<file path="src/rtl/chan_value_pkg.sv">
// Package: shared types for the channel value register.
// Assumes: nothing beyond the standard; it holds only the mode encoding.
package chan_value_pkg;
    // Channel operating mode as seen by the value register.
    typedef enum logic {
        CV_COMPARE = 1'b0,
        CV_CAPTURE = 1'b1
    } cv_mode_e;
endpackage

</file>
<file path="src/rtl/chan_value_decode.sv">
// Module: chan_value_decode
// Maps a bus byte address onto a one-hot byte-lane select. Lane 0 holds
// the least significant byte. The most significant lane sits at BASE_ADDR
// and lower lanes follow at increasing addresses.
// Assumes: BASE_ADDR + NB - 1 does not wrap the address space.
module chan_value_decode #(
    parameter int unsigned        ADDR_W    = 8,
    parameter int unsigned        NB        = 2,
    parameter logic [ADDR_W-1:0]  BASE_ADDR = 8'h20
) (
    input  logic [ADDR_W-1:0] addr,
    output logic [NB-1:0]     lane_hit
);
    // One comparator per lane; offset k selects lane NB-1-k.
    for (genvar k = 0; k < NB; k++) begin : g_lane
        localparam logic [ADDR_W-1:0] LANE_ADDR = BASE_ADDR + ADDR_W'(k);
        assign lane_hit[NB-1-k] = (addr == LANE_ADDR);
    end
endmodule

</file>
<file path="src/rtl/chan_value_rdlat.sv">
// Module: chan_value_rdlat
// Read coherency latch. In capture mode the first lane read of a group
// snapshots the full live value. Later reads return the snapshot until
// every lane has been read, which releases it. The control strobe and
// leaving capture mode release it at once.
// Assumes: rd_hit is one-hot or zero and is already qualified by the read
// strobe.
module chan_value_rdlat #(
    parameter int unsigned NB    = 2,
    parameter int unsigned BUS_W = 8,
    localparam int unsigned DW   = NB * BUS_W
) (
    input  logic             clk,
    input  logic             rst_n,
    input  logic             cap_en,
    input  logic             clear,
    input  logic [NB-1:0]    rd_hit,
    input  logic [DW-1:0]    live,
    output logic [BUS_W-1:0] rdata
);
    logic          locked_q;
    logic [NB-1:0] seen_q;
    logic [DW-1:0] frozen_q;
    logic [NB-1:0] seen_nx;
    logic [DW-1:0] src;

    // Lanes read so far, including the one being read now.
    assign seen_nx = (locked_q ? seen_q : '0) | rd_hit;

    // Tracks the freeze/release state of the read group.
    always_ff @(posedge clk) begin
        if (!rst_n) begin
            locked_q <= 1'b0;
            seen_q   <= '0;
            frozen_q <= '0;
        end else if (clear || !cap_en) begin
            locked_q <= 1'b0;
            seen_q   <= '0;
        end else if (|rd_hit) begin
            if (&seen_nx) begin
                locked_q <= 1'b0;
                seen_q   <= '0;
            end else begin
                if (!locked_q) begin
                    frozen_q <= live;
                end
                locked_q <= 1'b1;
                seen_q   <= seen_nx;
            end
        end
    end

    // Selects the snapshot while frozen, otherwise the live value.
    assign src = (cap_en && locked_q) ? frozen_q : live;

    // Drives the byte of the selected lane, zero when no lane is read.
    always_comb begin
        rdata = '0;
        for (int k = 0; k < NB; k++) begin
            if (rd_hit[k]) begin
                rdata = src[k*BUS_W +: BUS_W];
            end
        end
    end

    // a frozen snapshot does not move while the group is open.
    p_frozen_hold_r4: assert property (@(posedge clk) disable iff (!rst_n)
        locked_q |=> $stable(frozen_q));

    // a control write leaves the read group idle.
    p_ctl_release_r9: assert property (@(posedge clk) disable iff (!rst_n)
        clear |=> (!locked_q && seen_q == '0));
endmodule

</file>
<file path="src/rtl/chan_value_wrlat.sv">
// Module: chan_value_wrlat
// Write coherency latch. Each lane write lands in its own buffer byte and
// marks that lane pending. The write that completes the set raises a
// one-cycle transfer request and clears every pending mark.
// Assumes: wr_hit is one-hot or zero and is already qualified by the write
// strobe; the consumer loads wbuf in the cycle xfer is high.
module chan_value_wrlat #(
    parameter int unsigned NB    = 2,
    parameter int unsigned BUS_W = 8,
    localparam int unsigned DW   = NB * BUS_W
) (
    input  logic             clk,
    input  logic             rst_n,
    input  logic             cmp_en,
    input  logic             clear,
    input  logic [NB-1:0]    wr_hit,
    input  logic [BUS_W-1:0] wdata,
    output logic [DW-1:0]    wbuf,
    output logic             xfer
);
    logic [NB-1:0]    pend_q;
    logic             xfer_q;
    logic [BUS_W-1:0] lane_q [NB];
    logic [NB-1:0]    pend_nx;

    // Pending lanes including the one being written now.
    assign pend_nx = pend_q | wr_hit;

    // Tracks pending lanes and raises the transfer request.
    always_ff @(posedge clk) begin
        if (!rst_n) begin
            pend_q <= '0;
            xfer_q <= 1'b0;
        end else if (clear || !cmp_en) begin
            pend_q <= '0;
            xfer_q <= 1'b0;
        end else begin
            xfer_q <= 1'b0;
            if (|wr_hit) begin
                if (&pend_nx) begin
                    pend_q <= '0;
                    xfer_q <= 1'b1;
                end else begin
                    pend_q <= pend_nx;
                end
            end
        end
    end

    // One buffer byte per lane; a repeat write simply overwrites it.
    for (genvar g = 0; g < NB; g++) begin : g_buf
        always_ff @(posedge clk) begin
            if (!rst_n) begin
                lane_q[g] <= '0;
            end else if (cmp_en && !clear && wr_hit[g]) begin
                lane_q[g] <= wdata;
            end
        end
        assign wbuf[g*BUS_W +: BUS_W] = lane_q[g];
    end

    assign xfer = xfer_q;

    // a control write discards every pending lane.
    p_ctl_discard_r9: assert property (@(posedge clk) disable iff (!rst_n)
        clear |=> (pend_q == '0 && !xfer_q));

    // from an empty set, one lane write cannot request a transfer.
    p_single_no_xfer_r8: assert property (@(posedge clk) disable iff (!rst_n)
        (pend_q == '0 && $onehot0(wr_hit) && NB > 1) |=> !xfer_q);
endmodule

</file>
<file path="src/rtl/chan_value_reg.sv">
// Module: chan_value_reg (top)
// Timer channel value register with byte-wide bus access. It holds the
// live 16-bit value, which is loaded by captures in capture mode and by
// coherent write pairs in compare mode. Reads go through the read latch
// and writes through the write latch.
// Assumes: one bus strobe per cycle; capture_mode is static around a pair.
module chan_value_reg
    import chan_value_pkg::*;
#(
    parameter int unsigned        ADDR_W    = 8,
    parameter int unsigned        BUS_W     = 8,
    parameter int unsigned        NB        = 2,
    parameter logic [ADDR_W-1:0]  BASE_ADDR = 8'h20,
    localparam int unsigned       DW        = NB * BUS_W
) (
    input  logic              clk,
    input  logic              rst_n,
    input  logic [ADDR_W-1:0] bus_addr,
    input  logic              bus_rd,
    input  logic              bus_wr,
    input  logic [BUS_W-1:0]  bus_wdata,
    output logic [BUS_W-1:0]  bus_rdata,
    input  logic              capture_mode,
    input  logic              cap_load,
    input  logic [DW-1:0]     cap_value,
    input  logic              ctl_wr,
    output logic [DW-1:0]     cmp_value
);
    cv_mode_e      mode;
    logic          cap_en;
    logic          cmp_en;
    logic [NB-1:0] lane_hit;
    logic [NB-1:0] rd_hit;
    logic [NB-1:0] wr_hit;
    logic [DW-1:0] live_q;
    logic [DW-1:0] wbuf;
    logic          xfer;

    assign mode   = cv_mode_e'(capture_mode);
    assign cap_en = (mode == CV_CAPTURE);
    assign cmp_en = (mode == CV_COMPARE);
    assign rd_hit = lane_hit & {NB{bus_rd}};
    assign wr_hit = lane_hit & {NB{bus_wr}};

    chan_value_decode #(
        .ADDR_W    (ADDR_W),
        .NB        (NB),
        .BASE_ADDR (BASE_ADDR)
    ) decode_i (
        .addr     (bus_addr),
        .lane_hit (lane_hit)
    );

    chan_value_rdlat #(
        .NB    (NB),
        .BUS_W (BUS_W)
    ) rdlat_i (
        .clk    (clk),
        .rst_n  (rst_n),
        .cap_en (cap_en),
        .clear  (ctl_wr),
        .rd_hit (rd_hit),
        .live   (live_q),
        .rdata  (bus_rdata)
    );

    chan_value_wrlat #(
        .NB    (NB),
        .BUS_W (BUS_W)
    ) wrlat_i (
        .clk    (clk),
        .rst_n  (rst_n),
        .cmp_en (cmp_en),
        .clear  (ctl_wr),
        .wr_hit (wr_hit),
        .wdata  (bus_wdata),
        .wbuf   (wbuf),
        .xfer   (xfer)
    );

    // Live value: captures in capture mode, coherent transfers in compare mode.
    always_ff @(posedge clk) begin
        if (!rst_n) begin
            live_q <= '0;
        end else if (cap_en && cap_load) begin
            live_q <= cap_value;
        end else if (cmp_en && xfer) begin
            live_q <= wbuf;
        end
    end

    // The match value is only presented in compare mode.
    assign cmp_value = cmp_en ? live_q : '0;

    // a capture in capture mode loads exactly the counter value.
    p_capture_load_r3: assert property (@(posedge clk) disable iff (!rst_n)
        (capture_mode && cap_load) |=> (live_q == $past(cap_value)));

    // a transfer request loads exactly the assembled buffer.
    p_xfer_load_r6: assert property (@(posedge clk) disable iff (!rst_n)
        (xfer && !capture_mode) |=> (live_q == $past(wbuf)));

    // without a capture or transfer the live value holds.
    p_live_hold_r10: assert property (@(posedge clk) disable iff (!rst_n)
        (!(capture_mode && cap_load) && !(xfer && !capture_mode)) |=> $stable(live_q));
endmodule

</file>
<file path="config.mk">
export PLATFORM = sky130hd
export DESIGN_NAME = chan_value_reg
export DESIGN_NICKNAME = d
export VERILOG_FILES = /design/src/rtl/chan_value_pkg.sv /design/src/rtl/chan_value_decode.sv /design/src/rtl/chan_value_rdlat.sv /design/src/rtl/chan_value_wrlat.sv /design/src/rtl/chan_value_reg.sv
export SDC_FILE = /design/constraint.sdc
export NUM_CORES = 1
export LEC_CHECK = 0
export BUFFER_PORTS_ARGS = -buffer_cell sky130_fd_sc_hd__buf_4
export CORE_AREA = 5 5 94 96
export CTS_CLUSTER_SIZE = 14
export DETAILED_ROUTE_END_ITERATION = 7
export DIE_AREA = 0 0 99 101
export HOLD_SLACK_MARGIN = 0.15
export PLACE_DENSITY = 0.51
export SLEW_MARGIN = 30
export SYNTH_ARGS = -nofsm -noshare
export SYNTH_HDL_FRONTEND = slang
export SYNTH_SLANG_ARGS = --single-unit
</file>
<file path="constraint.sdc">
create_clock -name clk -period 4.85 [get_ports clk]
set_input_delay 0.2425 -clock clk [delete_from_list [all_inputs] [get_ports clk]]
set_output_delay 0.2425 -clock clk [all_outputs]
set_load 0.03 [all_outputs]
</file>
# Word-level counts from Yosys, hierarchy flattened
# Memories as Yosys holds them, arrays and structs flattened.
# Cells that the tools add are included.
# Widths: inputs -> output; s select.
# word_totals
elab_cells	60
input_bits	39
memories	1
ram_bits	16
reg_bits	38
# mem_list
memory	depth	width	rd	rd_clocked_by_memory_dff	wr	line_no	text
wrlat_i.lane_q	2	8	2	0	2	chan_value_wrlat.sv:23	logic [BUS_W-1:0] lane_q [NB];
# op_classes
bitwise_logic	12
n_reduce_logical	19
eq_ne	2
mux	20
# ops
cell	n
$mux 16	4
$mux 8	4
$eq 8x6->1 const B	2
$mux 1	9
$reduce_or 2->1	4
$logic_and 1x1->1	6
$mux 2	3
$not 1->1	6
$and 2x2->2	2
$or 2x2->2	2
$reduce_and 2->1	2
$reduce_and 4->1	1
$reduce_or 3->1	1
$logic_not 1->1	2
$logic_or 1x1->1	2
$or 1x1->1	2
$reduce_bool 2->1	1

# Logic depth before layout (Yosys ltp)
# Gate-level depths: netlist (run 1).
# logic_depth
depth_word	7
mapped_depth	5

# By module
# A second synthesis (run 1) with hierarchy kept.
# unflattened
cells_unflattened	265
area_unflattened_um2	2705.1
# by_module_without_submodules
mod	cells_per_inst	area_each_um2	seq_area_each_um2	n_inst
chan_value_rdlat	116	1038.5	380.4	1
chan_value_reg	94	879.6	320.3	1
chan_value_wrlat	50	748.2	540.5	1
chan_value_decode	5	38.8	0.0	1

# Worst setup path after synthesis (run 1)
# OpenSTA, ideal clock, no wires.
# synth_path
kind	input to register
from	input port bus_addr[4]
to	memory wrlat_i.lane_q[1][0], enable pin
cell_stages	3
t_arrival_ps	1641
path_slack_ps	2825
required_time_ps	4466
setup_ps	384
path_buffers	0
cell_sequence	nor4b_4 -> nand3b_1 -> o21ai_0
# synth_rtl
item	line_no	text
start: declaration	chan_value_reg.sv:18	input logic [ADDR_W-1:0] bus_addr,
end: declaration	chan_value_wrlat.sv:23	

# Final worst setup path (run 1)
# layout_path
from	register rdlat_i.locked_q
to	output port bus_rdata[6]
# layout_via
elab_chain_cells	4
# layout_rtl
item	line_no	text
start: declaration	chan_value_rdlat.sv:21	logic locked_q;
start signal: assignment	chan_value_rdlat.sv:33	locked_q <= 1'b0;
start signal: assignment	chan_value_rdlat.sv:37	locked_q <= 1'b0;
start signal: assignment	chan_value_rdlat.sv:41	locked_q <= 1'b0;
$logic_and 1x1->1 *	chan_value_rdlat.sv:54	assign src = (cap_en && locked_q) ? frozen_q : live;
$mux 16 *	chan_value_rdlat.sv:54	
$mux 8	chan_value_rdlat.sv:60	if (rd_hit[k]) begin
$mux 8 *	chan_value_rdlat.sv:60	
end: declaration	chan_value_reg.sv:22	output logic [BUS_W-1:0] bus_rdata,
# Mark *: on every way between the ends. The rest lies on a longest branch, timed or not.

==> results of run 1 <==
-- sequential cells by signal, summed over array words and instances, names as in the netlist --
name	cells
rdlat_i.frozen_q	16
rdlat_i.seen_q	2
live_q	16
wrlat_i.lane_q	16
rdlat_i.locked_q	1
wrlat_i.pend_q	2
wrlat_i.xfer	1
-- kinds of logic (layout without fill, tap and decap cells) --
logic type      count (synthesis)  count (layout)
simple gates                  148             148
flops                          54              54
buf+inv                        29              79
mux                            28              28
compound gates                 26              26
-- report_power, final --
| part | internal (W) | switching [W] |
|---|---|---|
| sequential | 0.000477 | 0.00000946 |
| clock | 0.000102 | 0.000150 |
| combinational | 0.0000435 | 0.0000498 |
-- through the flow --
step / setup WS (ns) / area [um^2]
2_1_floorplan: 2.82 / 2680
6_report: 2.86 / 3270
4_1_cts: 2.63 / 3270
5_1_grt: 2.74 / 3270
3_3_place_gp: 2.38 / 3180
3_5_place_dp: 2.29 / 3180
-- path summary, 6_finish.rpt --
kind / endpoint / slack (ns) / depth (start not counted)
max: bus_rdata[6] / 2.86 / 4
min: live_q[15] / 0.23 / 3
max reg2reg: rdlat_i.frozen_q[10] / 3.45 / 3
min reg2reg: rdlat_i.frozen_q[1] / 0.46 / 2
-- layout make-up --
cell class | count | share of cell area, %
clock inverters | 2 | 0.421
multi-input cells | 202 | 40.2
clock buffers | 6 | 2.22
inverters | 9 | 1.03
repair buffers | 62 | 14.2
flip-flops and latches | 54 | 37.9
well taps | 105 | 4.02
-- layer usage --
layer,track usage [%],wire (um),part of all wire [%]
met1,18.8,3190,49
met2,19.9,2990,46
met3,2.56,312,4.8
met4,4.10,68,1.0
met5,0,0,0
-- placed cells by master, fill, tap and decap left out, types with 8 or more instances in the layout --
| cell | instances |
|---|---|
| dfxtp_1 | 38 |
| nor3_1 | 18 |
| nor2b_1 | 24 |
| buf_4 | 62 |
| mux2i_1 | 20 |
| mux4_2 | 8 |
| nand2_1 | 56 |
| a311oi_1 | 15 |
| nand3_1 | 17 |
| nor2_1 | 19 |
| inv_1 | 9 |
| edfxtp_1 | 16 |
-- critical path: stages, from the launching register on --
cell,delay (ns)
dfxtp_1,0.43
nand2_1,0.30
mux4_2,0.38
nor2b_1,0.15
buf_4,0.18
==> impl_metrics.yaml, run 1 <==
outcome:
  status: "completed"
worst_setup_path:
  critical_path_required_ns: 4.61
  critPathLaunchType: "register"
  endpoint_kind: "output pin"
  critPathKind: "register to output pin"
  critPathArrivalTime_ns: 1.75
  path_max_fanout: 8
  crit_start: "rdlat_i.locked_q"
  reg2reg_from: "rdlat_i.locked_q"
finish:
  antennaDiodeCount: 0
  layout-drive-gt1-share_pct: 24.8
  nFillCells: 819
  final_util_pct: 41.1
  seqCellArea_um2: 1240
  multi_input_area_um2: 1310
  fin_nets: 373
  syn_to_final_growth_pct: 21.9
  fin_cells: 440
floorplanning:
  ioPinCount: 63
  placementRows: 33
  dieArea_um2: 10000
  die_height_um: 101
  initial_utilization_pct: 33.7
  die_x_um: 99
  core_um2: 7970
drt:
  post_drt_wl_per_cell_um: 14.9
  dr.pass1.iters: 4
  drt-total-wl_mm: 6.57
  drt-vias-per-instance: 4.93
  vias: 2171
  drt_iter0_markers: 109
  drc: 0
  antenna_left: 0
clock_tree:
  root_buffer: "clkbuf_8"
  cts_buffer_depth: 2
  numCtsBuffers: 5
  htreeDepth: 2
  clock_latency_ns: 0.31
  cts_tree: "yes"
  postCtsSetupBuffers: 0
  clk_pin_slew_ns: 0.10
  ctsResizeCount: 0
  ctsHoldBuffers: 0
  cts.sinks: 54
logic_synthesis:
  synthSimpleGateAreaFrac_pct: 27.5
  synth.mux.area_fraction_pct: 14.2
  ys_seq_area_share_pct: 46.2
  netlist_area_um2: 2680
  synth_xor_area_share_pct: 0
  syn-instance-count: 285
  synth.most_common_cell: "nand2_1"
  synthesis.nets: 324
  ys.flop_type: "dfxtp_1"
  ys_types: 29
  synth_top_family_by_area: "simple AND/OR/NAND/NOR gates"
  synth_fa_ha_area_share_pct: 0
  synth_edf_count: 16
  yosys-top-cells-count: "56 x nand2_1, 38 x dfxtp_1, 24 x nor2b_1"
  yosysTopAreaCellShare_pct: 28.3
  ys_top_cells_by_area: "dfxtp_1 28%, edfxtp_1 18%, nand2_1 7.8%, mux2i_1 7.5%, mux4_2 6.7%"
  async_reset_ff_share_pct: 0
  ys_ff_latch: 54
  synth_compound_area_share_pct: 7.13
  syn_avg_cell_area_um2: 9.42
  synth_area_leader_cell: "dfxtp_1"
  yosysWarningCount: 0
grt:
  grt_pass1_vias: 2033
  grt_pass1_wl_mm: 10.4
  antenna_found_initial: 0
  grt-ovfl-total: 0
  gr-usage-all-layers_pct: 13.1
  grt_max_degree: 39
timing:
  drv_slew: 0
  period_share_pct: 41.0
  hold_slack_ns: 0.227
  worstMarginPinSlew_ns: 0.709
  fmax_ghz: 0.503
  rsz0062_at_grt: "false"
  slew_headroom_pct: 52.4
  min_period_ns: 1.99
  final.setup_skew_ns: 0.00768
  timing.setup.tns_ns: 0
  setup_violations: 0
  hold_viol: 0
place:
  dp.cells: 432
  io_buffer_count: 62
  place_hpwl_mm: 4.88
  gp_congestion: 0.754
flow_run:
  maxCapViolCount: 0
power:
  p_leak_nw: 1.17
  ir_drop_v: 0.000109
  power.density_nw_per_um2: 254
  power_w: 0.000832
worst_hold_path:
  worstHoldStart: "cap_value[15]"
  hp-class: "input pin to register"
No activity file was read; power rests on OpenSTA's default activity.
==> run 2: changes to the inputs <==
Settings changed: ABC_AREA from default to 1, CORE_AREA 5 5 94 96 to 5 5 96 98, DIE_AREA 0 0 99 101 to 0 0 101 103, PLACE_DENSITY 0.51 to 0.53.
Clock period 4.85 ns to 1.69 ns, I/O delays scaled along.
==> run 2 against run 1 <==
Against the previous run: via count up 24%; synthesized cell count is 35% higher; area after synthesis up 4.0%; power grew to 3.0 times the previous value; utilization grew 3.7 points; setup slack worse by 2.8 ns; critical path depth rose by 2; non-clock buffer count grew 37.
==> impl_metrics.yaml, run 2 <==
drt:
  drc: 0
  antenna_left: 0
  drt-total-wl_mm: 7.81
  dr.pass1.iters: 4
  vias: 2689
  post_drt_wl_per_cell_um: 13.5
  drt_iter0_markers: 146
  drt-vias-per-instance: 4.66
logic_synthesis:
  ys_ff_latch: 54
  synthesis.nets: 423
  ys_top_cells_by_area: "dfxtp_1 27%, edfxtp_1 17%, inv_1 9.4%, nand2_1 9.0%, nor2_1 7.4%"
  netlist_area_um2: 2790
  synth_area_leader_cell: "dfxtp_1"
  yosysWarningCount: 0
  ys_seq_area_share_pct: 44.5
  syn_avg_cell_area_um2: 7.27
  synth_edf_count: 16
  yosys-top-cells-count: "70 x inv_1, 67 x nand2_1, 55 x nor2_1"
  ys_types: 25
  yosysTopAreaCellShare_pct: 27.3
  ys.flop_type: "dfxtp_1"
  async_reset_ff_share_pct: 0
  syn-instance-count: 384
  synth.most_common_cell: "inv_1"
worst_setup_path:
  critPathKind: "register to output pin"
  reg2reg_from: "rdlat_i.locked_q"
  critical_path_required_ns: 1.61
  reg2regPathDepth: 7
  critPathLaunchType: "register"
  regToRegEndpoint: "rdlat_i.frozen_q[8]"
  max_stage_delay_ns: 0.40
  rrSetupSlack_ns: 0.39
  critical-path-slowest-cell: "dfxtp_4"
  crit_end: "bus_rdata[7]"
  endpoint_kind: "output pin"
  path_max_fanout: 15
  critPathArrivalTime_ns: 1.54
  path_cells: "nand2_4 > buf_12 > nand2_1 > o21ai_0 > a32o_1 > buf_4"
  crit_start: "rdlat_i.locked_q"
floorplanning:
  dieArea_um2: 10400
  die_height_um: 103
  placementRows: 34
  initial_utilization_pct: 33.3
  ioPinCount: 63
  die_x_um: 101
  core_um2: 8380
place:
  place_hpwl_mm: 5.59
  placed_cell_area_um2: 3370
  dp_slack_ns: 0.169
  gp_congestion: 0.857
  io_buffer_count: 62
timing:
  worstMarginPinSlew_ns: 0.524
  period_share_pct: 96.3
  final.setup_skew_ns: 0.00500
  min_period_ns: 1.63
  setup_violations: 0
  hold_viol: 0
  setup_ws_ns: 0.0626
  slew_headroom_pct: 65.0
  timing.setup.tns_ns: 0
  drv_slew: 0
  rsz0062_at_grt: "false"
  fmax_ghz: 0.614
finish:
  multi_input_area_um2: 1160
  stdcell_area_um2: 3750
  syn_to_final_growth_pct: 34.4
  nFillCells: 852
  fin_nets: 507
  layout-drive-gt1-share_pct: 20.7
  antennaDiodeCount: 0
  layout_common_cells: "70 x inv_1, 70 x buf_4, 66 x nand2_1"
  top_regs: "live_q x16, rdlat_i.frozen_q x16, wrlat_i.lane_q x16"
  seqCellArea_um2: 1240
worst_hold_path:
  hp-class: "input pin to register"
  worstHoldStart: "bus_wr"
grt:
  grt_pass1_vias: 2578
  grt-ovfl-total: 0
  antenna_found_initial: 0
  gr-usage-all-layers_pct: 15.1
  grt_max_degree: 36
  grt_pass1_wl_mm: 12.4
power:
  p_leak_nw: 1.71
  power.density_nw_per_um2: 665
  ir_drop_v: 0.000339
clock_tree:
  cts_buffer_depth: 2
  clk_pin_slew_ns: 0.10
  clock_latency_ns: 0.31
  cts_tree: "yes"
  htreeDepth: 2
  numCtsBuffers: 5
  root_buffer: "clkbuf_8"
  cts.sinks: 54
flow_run:
  maxCapViolCount: 0
outcome:
  status: "completed"
-- run 2: cell count changes in the layout (fill, tap and decap cells not counted), sizes merged, moves of 15 or more --
cell | previous run | this run
a311oi | 15 | 0
o21ai | 4 | 35
nand4 | 2 | 17
nor2b | 24 | 0
a21oi | 5 | 21
o22ai | 0 | 16
nor2 | 19 | 56
dlygate4sd3 | 0 | 26
nand2 | 56 | 72
mux2i | 20 | 0
inv | 9 | 74
nor3 | 18 | 2
-- run 2: cells by family after synthesis --
group,Yosys count,share of synthesized area [%]
and+or+nand+nor,155,25.0
buffers and inverters,96,14.4
AOI/OAI and AO/OA,79,16.1
DFF,54,44.5
-- run 2: how the worst min path moves through the flow --
stage | endpoint | depth (start not counted)
after CTS | wrlat_i.pend_q[0] | 5
final | wrlat_i.pend_q[0] | 4
after floorplan | live_q[0] | 2
after detailed placement | live_q[1] | 3
after global routing | wrlat_i.pend_q[0] | 4
after global placement | live_q[1] | 3
-- run 2: power breakdown --
group / internal [W] / switching [W] / leakage, nW
Sequential: 0.00137 / 0.0000302 / 0.462
Combinational: 0.000177 / 0.000194 / 1.21
Clock: 0.000294 / 0.000426 / 0.0452
Total: 0.00184 / 0.000650 / 1.71
-- run 2: per-stage QoR --
stage | instances | total power, W | hold slack, ns | util, %
final | 577 | 0.00249 | 0.163 | 44.8
after floorplan | 384 | 0.00160 | 0.277 | -
after CTS | 576 | 0.00253 | 0.160 | 44.3
after global routing | 577 | 0.00261 | 0.198 | 44.8
after global placement | 542 | 0.00176 | 0.378 | 40.2
after detailed placement | 542 | 0.00176 | 0.386 | 40.2
-- run 2: layer usage --
metal	GRT usage [%]	routed length, um	part of all wire, %	up-vias
met5	0	0	0	-
met4	4.40	79	1.0	0
met2	24.2	3520	45	73
li1	-	-	-	1402
met1	20.8	3750	48	1203
met3	2.71	460	5.9	11
-- run 2: layout make-up --
type | instances | share of cell area, %
clock inverter | 2 | 0.367
multi-input combinational | 234 | 30.8
clock buffer | 6 | 1.93
inverter | 74 | 7.40
tap | 108 | 3.60
timing repair buffer | 99 | 22.7
sequential | 54 | 33.2
-- run 2: repair_timing --
item | in CTS | in global routing
gates resized for setup | 1 | 5
endpoints found under the hold margin | 35 | 0
pin swaps | 0 | 0
setup endpoints to repair | 7 | 6
gates cloned | 0 | 1
hold buffers | 26 | 0
setup buffers | 0 | 0
-- run 2: critical path, delay by kind of cell (launching register included) --
family	cells	cell delay [ns]
flip-flops	1	0.40
AO/OA/AOI/OAI	2	0.38
buffers and inverters	2	0.33
AND/OR/NAND/NOR	2	0.13
==> run 3: changes to the inputs <==
Settings changed: REMOVE_ABC_BUFFERS from default to 1.
==> run 3 against run 2 <==
Against the previous run: flip-flop and latch count stayed put; non-clock buffer count is 5 higher; cell count is 0.87% higher; utilization is 0.49 points higher; routed wire length is 6.7% lower; register-to-register slack worse by 0.12 ns; count of clock-buffer cells in the layout stayed put; sequential power hardly changed; critical path type unchanged; critical endpoint unchanged; highest routed layer unchanged.
==> impl_metrics.yaml, run 3 (same netlist as run 2, synthesis figures left out) <==
power:
  switching_share_pct: 24.4
  power.density_nw_per_um2: 697
  comb_power_share_pct: 14.1
  power_w: 0.00264
  p_seq_share_pct: 53.0
  ir_drop_v: 0.000304
  netSwitchingPower_w: 0.000646
  clock_power_share_pct: 32.9
  p_int_w: 0.00200
  p_leak_nw: 1.73
worst_setup_path:
  path_max_fanout: 30
  critical-path-slowest-cell: "dfxtp_4"
  rrSetupSlack_ns: 0.27
  crit_family: "compound AO/OA/AOI/OAI gates"
  cp_num_buf_inv: 2
  regToRegEndpoint: "rdlat_i.frozen_q[5]"
  endpoint_kind: "output pin"
  reg2regPathDepth: 6
  critPathLaunchType: "register"
  max_stage_delay_ns: 0.36
  cpMostUsedCell: "nand2_1"
  critical_path_required_ns: 1.61
  critPathArrivalTime_ns: 1.50
  path_cells: "nand2_1 > buf_12 > nand2_1 > o21ai_0 > a32o_1 > buf_4"
  reg2reg_from: "rdlat_i.locked_q"
  critPathKind: "register to output pin"
clock_tree:
  cts.sinks: 54
  clk_pin_slew_ns: 0.10
  root_buffer: "clkbuf_8"
  clock_latency_ns: 0.31
  cts_buffer_depth: 2
  numCtsBuffers: 5
  htreeDepth: 2
  cts_tree: "yes"
grt:
  grt-ovfl-total: 0
  grt_max_degree: 33
  grt_pass1_vias: 2455
  grt_pass1_wl_mm: 11.8
  antenna_found_initial: 0
  gr-usage-all-layers_pct: 14.2
finish:
  stdcell_area_um2: 3790
  final_common_cell: "buf_4"
  fin_cells: 582
  seqCellArea_um2: 1240
  antennaDiodeCount: 0
  top_regs: "live_q x16, rdlat_i.frozen_q x16, wrlat_i.lane_q x16"
  nFillCells: 861
  fin_nets: 512
  multi_input_area_um2: 1150
  layout_common_cells: "74 x buf_4, 70 x inv_1, 67 x nand2_1"
  syn_to_final_growth_pct: 35.9
  layout-drive-gt1-share_pct: 20.9
worst_hold_path:
  min_to: "wrlat_i.pend_q[0]"
  worstHoldStart: "bus_wr"
  hp-class: "input pin to register"
  min_path_cells: 4
timing:
  hold_slack_ns: 0.167
  hold_viol: 0
  rsz0062_at_grt: "false"
  worstMarginPinSlew_ns: 0.470
  fmax_ghz: 0.630
  slew_headroom_pct: 68.6
  final.setup_skew_ns: 0.00720
  period_share_pct: 93.9
  drv_slew: 0
  min_period_ns: 1.59
  setup_violations: 0
place:
  io_buffer_count: 62
  placed_cell_area_um2: 3390
  place_hpwl_mm: 5.48
  dp.cells: 545
  gp_congestion: 0.809
floorplanning:
  die_height_um: 103
  core_um2: 8380
  initial_utilization_pct: 33.3
  placementRows: 34
  ioPinCount: 63
  dieArea_um2: 10400
  die_x_um: 101
drt:
  drt-total-wl_mm: 7.29
  vias: 2605
  antenna_left: 0
  dr.pass1.iters: 4
  drt-vias-per-instance: 4.48
  drc: 0
  drt_iter0_markers: 71
  post_drt_wl_per_cell_um: 12.5
flow_run:
  maxCapViolCount: 0
outcome:
  status: "completed"
==> run 3: cell count changes in the layout (fill, tap and decap cells not counted), sizes merged <==
cell | before | now
buf | 72 | 76
bufinv | 0 | 1
clkbuf | 7 | 6
clkinv | 2 | 0
clkinvlp | 0 | 1
dlygate4sd3 | 26 | 28
==> run 3: how the worst max path moves through the flow <==
stage / startpoint / end / slack [ns] / cells past startpoint
finish: rdlat_i.locked_q / bus_rdata[7] / 0.10 / 6
global route: rdlat_i.locked_q / bus_rdata[0] / 0.005 / 6
CTS: rdlat_i.locked_q / bus_rdata[7] / 0.01 / 6
detailed placement: bus_addr[1] / wrlat_i.lane_q[0][6] / 0.24 / 8
global placement: bus_addr[1] / wrlat_i.lane_q[0][6] / 0.24 / 8
floorplan: bus_addr[1] / wrlat_i.lane_q[0][0] / -0.04 / 6
==> run 3: layout make-up <==
| type | instances | area share (%) |
|---|---|---|
| flip-flops and latches | 54 | 32.8 |
| well taps | 108 | 3.56 |
| inverters | 74 | 7.32 |
| clock inverters | 2 | 0.990 |
| repair buffers | 104 | 23.1 |
| clock buffers | 6 | 1.91 |
| multi-input cells | 234 | 30.3 |
==> run 3: stage by stage <==
stage / TNS [ns] / util, % / setup slack (ns)
after detailed placement: 0 / 40.4 / 0.244
after CTS: 0 / 45.1 / 0.0112
after global routing: 0 / 45.3 / 0.00527
after global placement: 0 / 40.4 / 0.241
after floorplan: -0.316 / - / -0.0395
final: 0 / 45.3 / 0.102
==> run 3: tightest hold or removal path, cell delays in order <==
cell,delay [ns]
buf_4,0.08
nand2_1,0.10
inv_1,0.10
a21oi_1,0.07
==> run 3: timing repair <==
action | in CTS | in global routing
setup endpoints to repair | 7 | 7
gates resized for setup | 1 | 2
endpoints found under the hold margin | 47 | 0
buffers inserted | 0 | 1
hold buffers | 28 | 0
==> run 3: power by group through the flow <==
| stage | Clock, W | Sequential (W) | Combinational, W |
|---|---|---|---|
| after floorplan | 0 | 0.00142 | 0.000158 |
| after global placement | 0 | 0.00143 | 0.000323 |
| after detailed placement | 0 | 0.00143 | 0.000323 |
| after CTS | 0.000888 | 0.00140 | 0.000376 |
| after global routing | 0.000942 | 0.00141 | 0.000414 |
| final | 0.000870 | 0.00140 | 0.000373 |
==> run 3: routing by layer <==
metal / vias up / part of all wire, % / GRT usage [%] / wire length, um
li1: 1408 / - / - / -
met1: 1143 / 46 / 17.7 / 3390
met2: 48 / 49 / 25.7 / 3560
met3: 6 / 3.9 / 2.50 / 284
met4: 0 / 0.84 / 3.17 / 61
met5: - / 0 / 0 / 0
